`src/rtl/svc_arb_pkg.sv`:
```
package svc_arb_pkg;

  // Number of rank slots for a given number of burst ports.
  function automatic int unsigned slot_count(input int unsigned ports);
    return 2 * ports + 3;
  endfunction

  function automatic int unsigned mux_slot(input int unsigned ports);
    return ports;
  endfunction

  function automatic int unsigned hk_base(input int unsigned ports);
    return ports + 1;
  endfunction

  function automatic int unsigned eng_slot(input int unsigned ports);
    return 2 * ports + 1;
  endfunction

  function automatic int unsigned host_slot(input int unsigned ports);
    return 2 * ports + 2;
  endfunction

endpackage

```
`src/rtl/arb_rst_sync.sv`:
```
module arb_rst_sync (
  input  logic clk,
  input  logic rst_n,
  output logic rst_n_sync
);

  logic [1:0] stage_q;

  always_ff @(posedge clk or negedge rst_n) begin
    if (!rst_n) stage_q <= 2'b00;
    else        stage_q <= {stage_q[0], 1'b1};
  end

  assign rst_n_sync = stage_q[1];

endmodule

```
`src/rtl/arb_req_order.sv`:
```
module arb_req_order
  import svc_arb_pkg::*;
#(
  parameter int NUM_PORTS = 4,
  localparam int NUM_REQ  = 2 * NUM_PORTS + 3
) (
  input  logic [NUM_PORTS-1:0] urg_req,
  input  logic                 mux_req,
  input  logic [NUM_PORTS-1:0] hk_req,
  input  logic                 eng_req,
  input  logic                 host_req,
  output logic [NUM_REQ-1:0]   rank_vec
);

  localparam int MUX_IDX  = int'(mux_slot(NUM_PORTS));
  localparam int HK_IDX   = int'(hk_base(NUM_PORTS));
  localparam int ENG_IDX  = int'(eng_slot(NUM_PORTS));
  localparam int HOST_IDX = int'(host_slot(NUM_PORTS));

  for (genvar p = 0; p < NUM_PORTS; p++) begin : g_port
    assign rank_vec[p]          = urg_req[p];
    assign rank_vec[HK_IDX + p] = hk_req[p];
  end

  assign rank_vec[MUX_IDX]  = mux_req;
  assign rank_vec[ENG_IDX]  = eng_req;
  assign rank_vec[HOST_IDX] = host_req;

endmodule

```
`src/rtl/arb_prio_pick.sv`:
```
module arb_prio_pick #(
  parameter int WIDTH = 11
) (
  input  logic [WIDTH-1:0] req,
  output logic [WIDTH-1:0] pick
);

  logic [WIDTH:0] seen;

  assign seen[0] = 1'b0;

  for (genvar i = 0; i < WIDTH; i++) begin : g_chain
    assign pick[i]     = req[i] & ~seen[i];
    assign seen[i + 1] = seen[i] | req[i];
  end

endmodule

```
`src/rtl/arb_hold_timer.sv`:
```
module arb_hold_timer #(
  parameter int CNT_W = 16
) (
  input  logic             clk,
  input  logic             rst_n,
  input  logic             load,
  input  logic             held,
  input  logic [CNT_W-1:0] limit,
  output logic             expired
);

  logic [CNT_W-1:0] cnt_q;
  logic [CNT_W-1:0] cnt_d;
  logic             cnt_en;
  logic             at_max;

  assign at_max = &cnt_q;

  always_comb begin
    cnt_en = load | (held & ~at_max);
    if (load) cnt_d = '0;
    else      cnt_d = cnt_q + 1'b1;
  end

  always_ff @(posedge clk or negedge rst_n) begin
    if (!rst_n)      cnt_q <= '0;
    else if (cnt_en) cnt_q <= cnt_d;
  end

  assign expired = held & (cnt_q >= limit);

endmodule

```
`src/rtl/svc_arbiter.sv`:
```
module svc_arbiter #(
  parameter int NUM_PORTS = 4,
  parameter int CNT_W     = 16,
  localparam int NUM_REQ  = 2 * NUM_PORTS + 3
) (
  input  logic                 clk,
  input  logic                 rst_n,
  input  logic [NUM_PORTS-1:0] urg_req,
  input  logic                 mux_req,
  input  logic [NUM_PORTS-1:0] hk_req,
  input  logic                 eng_req,
  input  logic                 host_req,
  input  logic                 release_i,
  input  logic [CNT_W-1:0]     hold_limit,
  output logic [NUM_REQ-1:0]   grant,
  output logic                 busy,
  output logic                 prio_err
);

  logic               rst_sync_n;
  logic [NUM_REQ-1:0] req_rank;
  logic [NUM_REQ-1:0] winner;
  logic [NUM_REQ-1:0] grant_q;
  logic [NUM_REQ-1:0] grant_d;
  logic               load_en;
  logic               held;

  arb_rst_sync u_rst (
    .clk        (clk),
    .rst_n      (rst_n),
    .rst_n_sync (rst_sync_n)
  );

  arb_req_order #(.NUM_PORTS(NUM_PORTS)) u_order (
    .urg_req  (urg_req),
    .mux_req  (mux_req),
    .hk_req   (hk_req),
    .eng_req  (eng_req),
    .host_req (host_req),
    .rank_vec (req_rank)
  );

  arb_prio_pick #(.WIDTH(NUM_REQ)) u_pick (
    .req  (req_rank),
    .pick (winner)
  );

  assign held    = |grant_q;
  assign load_en = ~held | release_i;

  always_comb begin
    grant_d = winner;
  end

  always_ff @(posedge clk or negedge rst_sync_n) begin
    if (!rst_sync_n)  grant_q <= '0;
    else if (load_en) grant_q <= grant_d;
  end

  arb_hold_timer #(.CNT_W(CNT_W)) u_timer (
    .clk     (clk),
    .rst_n   (rst_sync_n),
    .load    (load_en),
    .held    (held),
    .limit   (hold_limit),
    .expired (prio_err)
  );

  assign grant = grant_q;
  assign busy  = held;

endmodule

```
`config.mk`:
```
export PLATFORM = sky130hd
export DESIGN_NAME = svc_arbiter
export DESIGN_NICKNAME = d
export VERILOG_FILES = /design/src/rtl/svc_arb_pkg.sv /design/src/rtl/arb_rst_sync.sv /design/src/rtl/arb_req_order.sv /design/src/rtl/arb_prio_pick.sv /design/src/rtl/arb_hold_timer.sv /design/src/rtl/svc_arbiter.sv
export SDC_FILE = /design/constraint.sdc
export NUM_CORES = 1
export LEC_CHECK = 0
export BUFFER_PORTS_ARGS = -buffer_cell sky130_fd_sc_hd__clkbuf_2
export CORE_ASPECT_RATIO = 0.7
export CORE_MARGIN = 4
export CORE_UTILIZATION = 32
export DETAILED_ROUTE_END_ITERATION = 10
export GPL_ROUTABILITY_DRIVEN = 1
export PLACE_DENSITY = 0.55
export SLEW_MARGIN = 15
export SYNTH_ARGS = -nofsm -noshare
export SYNTH_HDL_FRONTEND = slang
export SYNTH_SLANG_ARGS = --single-unit
```
`constraint.sdc`:
```
create_clock -name clk -period 2.1 [get_ports clk]
set_clock_uncertainty 0.15 [all_clocks]
set_input_delay 0.21 -clock clk [delete_from_list [all_inputs] [get_ports clk]]
set_output_delay 0.21 -clock clk [all_outputs]
set_load 0.02 [all_outputs]
```
==> impl_metrics.csv <==
group,metric,value,unit
sta,max_freq,468.6,MHz
clocking,cts.clk_slew.worst_paths,0.07,ns
yosys,synthCells,209,
floorplanning,die_w,98.74,um
placement,hpwl,3.593,mm
grt,track_usage,13.16,%
route,vias,1721,
grt,grtUsageMet3,2.918,%
critical_path,cp_max_fo,2,
pwr,power.total,1316,uW
layout,n_antenna_cell,0,
clocking,clkLatencyLatePin,0.28,ns
sta,post-route-period-util,101.6,%
route,drt_first_pass_iters,4,
floorplanning,io_pins,43,
yosys,syn_area_per_cell,8.824,um2
run,cap_violations,0,
yosys,post_synth_num_cell_types,40,
pwr,power_density,536.7,mW/mm2
layout,final_common_cell,"clkbuf_2",
layout,drive_above_1_share,30.82,%
pwr,clkPwrFrac,38.4,%
yosys,synth-async-reset-ratio,100.0,%
yosys,synth_enable_flop_cells,0,
sta,layout_min_cycle_time,2.134,ns
sta,fin_ws,-0.03391,ns
yosys,seq_area_frac_synth,39.35,%
critical_path,rrSetupSlack,0.10,ns
layout,area_growth,32.90,%
placement,place_area,0.002280,mm2
yosys,syn_nets,256,
grt,grt_first_pass_wirelength,7.500,mm
grt,grt_use_met2,20.00,%
status,violations,"setup timing",
yosys,syn_area,0.001844,mm2
grt,grt.met1_usage,18.89,%
layout,nFillCells,552,
route,post_drt_wl_per_cell,12.85,um
critical_path,reg2reg_from,"u_timer.cnt_q[0]",
pwr,p_sw_share,26.63,%
clocking,ctsLongestPathBuffers,2,
layout,layout_common_cells,"41 x clkbuf_2, 29 x dfrtp_1, 25 x nand2_1, 24 x inv_1, 23 x buf_4",
pwr,peakVddDrop,0.0002654,V
status,status,"finished with violations",
clocking,cts_buffers,5,
clocking,clock_tree.htree_level_count,2,
pwr,p_leak,0.001204,uW
sta,worst_pin_slew,0.5731,ns
yosys,ys_seq_elements,29,
route,via_per_inst,4.903,
yosys,yosysWarnings,0,
critical_path,endpoint_kind,"output pin",
pwr,combPwrFrac,16.4,%
grt,grt_pass1_vias,1603,
grt,grt_overflow,0,
placement,dp_slack,0.03037,ns
clocking,clkSinkCount,29,
route,drt_iter0_drc,63,
sta,maxSlewHeadroom,61.44,%
pwr,internal_power,965.2,uW
sta,fin_setup_tns,-0.03391,ns
sta,slew_viol_final,0,
layout,nNetsFinal,325,
grt,grt-busiest-layer,"met2",
route,drcViolationCount,0,
critical_path,cp-start-kind,"flip-flop",
floorplanning,die_h,71.52,um
placement,port_buffers,42,
grt,antenna_found_initial,0,
grt,grt_max_degree,20,
pwr,seq_power_share,45.2,%
critical_path,critPathKind,"reg2out",
yosys,synth_ff_type,"dfrtp_1",
route,totalWireLength,4.509,mm
critical_path,worstRegToRegCells,7,
sta,hold_ws,0.005726,ns
sta,setup_viol,1,
placement,finalWeightedCongestion,0.8444,
route,antenna_left,0,
critical_path,arrival,1.77,ns
sta,rsz0062_at_grt,"yes",
floorplanning,core,0.005395,mm2
layout,design_area,0.002451,mm2
clocking,cts_tree,"built",
critical_path,reg2reg_to,"u_timer.cnt_q[13]",
worst_hold_path,min-delay-path-class,"reg2async",
critical_path,cp.required,1.74,ns
floorplanning,placementRows,22,
floorplanning,dieArea,0.007061,mm2
pwr,p_sw,350.4,uW
clocking,cts-root-buf,"clkbuf_8",
floorplanning,start_util,34.18,%
sta,hold_viol,0,
synthesized netlist by cell type (3+ instances only):
| cell type | count | area (um2) |
|---|---|---|
| clkbuf_1 | 4 | 15.01 |
| o21ai_0 | 8 | 40.04 |
| a31oi_1 | 5 | 31.28 |
| nand2b_1 | 3 | 18.77 |
| nor2_1 | 9 | 33.78 |
| o31ai_1 | 4 | 30.03 |
| nand4_1 | 5 | 31.28 |
| nand2_1 | 26 | 97.59 |
| or3_1 | 3 | 18.77 |
| a2111o_1 | 3 | 33.78 |
| a211oi_1 | 4 | 30.03 |
| nor3_1 | 10 | 50.05 |
| nand3_1 | 6 | 30.03 |
| a21oi_1 | 13 | 65.06 |
| ha_1 | 17 | 212.7 |
| nor4_1 | 5 | 31.28 |
| inv_1 | 25 | 93.84 |
| dfrtp_1 | 29 | 725.7 |
power by group through the flow:
stage               clock, uW  sequential [uW]  combinational [uW]
floorplan                   0              618                 102
global placement            0              606                 206
detailed placement          0              606                 206
CTS                       528              594                 218
global route              556              597                 247
finish                    505              595                 216
worst max-delay path by stage:
stage,cells past startpoint,slack (ns),start,endpoint
floorplan,5,0.12,u_timer.cnt_q[13],prio_err
global placement,5,0.05,urg_req[1],grant[9]
detailed placement,5,0.03,urg_req[1],grant[9]
CTS,7,-0.07,u_timer.cnt_q[0],prio_err
global route,7,-0.15,u_timer.cnt_q[0],prio_err
finish,7,-0.03,u_timer.cnt_q[0],prio_err
critical path, cell delays in order (launching register included):
cell       delay [ns]
dfrtp_1          0.36
inv_2            0.04
ha_1             0.25
nand2b_1         0.14
a2111o_1         0.35
o2111ai_1        0.08
a31oi_1          0.10
buf_4            0.17
what timing repair did:
action                                  4_1_cts  5_1_grt
endpoints found under the setup margin        1        2
gates resized for setup                       4        4
setup buffers                                 2        0
pin swaps                                     4        0
hold buffers                                  2        0
hold endpoints to repair                      3        0
gates cloned                                  0        0
metal layers:
layer	up-vias	wire length, um
li1	894	-
met1	782	2316
met2	40	1946
met3	5	207
met4	0	39
met5	-	0
logic make-up after synthesis:
group / share of synthesized area, %
simple gates: 24.63
other cells: 0.2033
buf+inv: 5.902
fa+ha+maj: 11.53
mux: 1.696
flops: 39.35
compound gates: 16.69
state kept, by name, indices dropped and copies added (netlist names):
signal and cells:
grant 11, u_timer.cnt_q 16, u_rst.stage_q 2
per-stage QoR:
step	cells	utilization, %
after floorplan	209	-
after detailed placement	339	42.25
after CTS	351	45.15
after global routing	351	45.43
after global placement	339	42.25
final	351	45.43
area by class of cell:
cell class | count | area, um2 | share of cell area, %
clock buffer | 7 | 96.34 | 3.931
multi-input combinational | 151 | 1042 | 42.52
timing repair buffer | 66 | 397.9 | 16.23
sequential | 29 | 725.7 | 29.61
inverter | 25 | 93.84 | 3.828
tap | 72 | 90.09 | 3.675
clock inverter | 1 | 5.005 | 0.2042
Note: power is estimated with default switching activity, not from simulation.
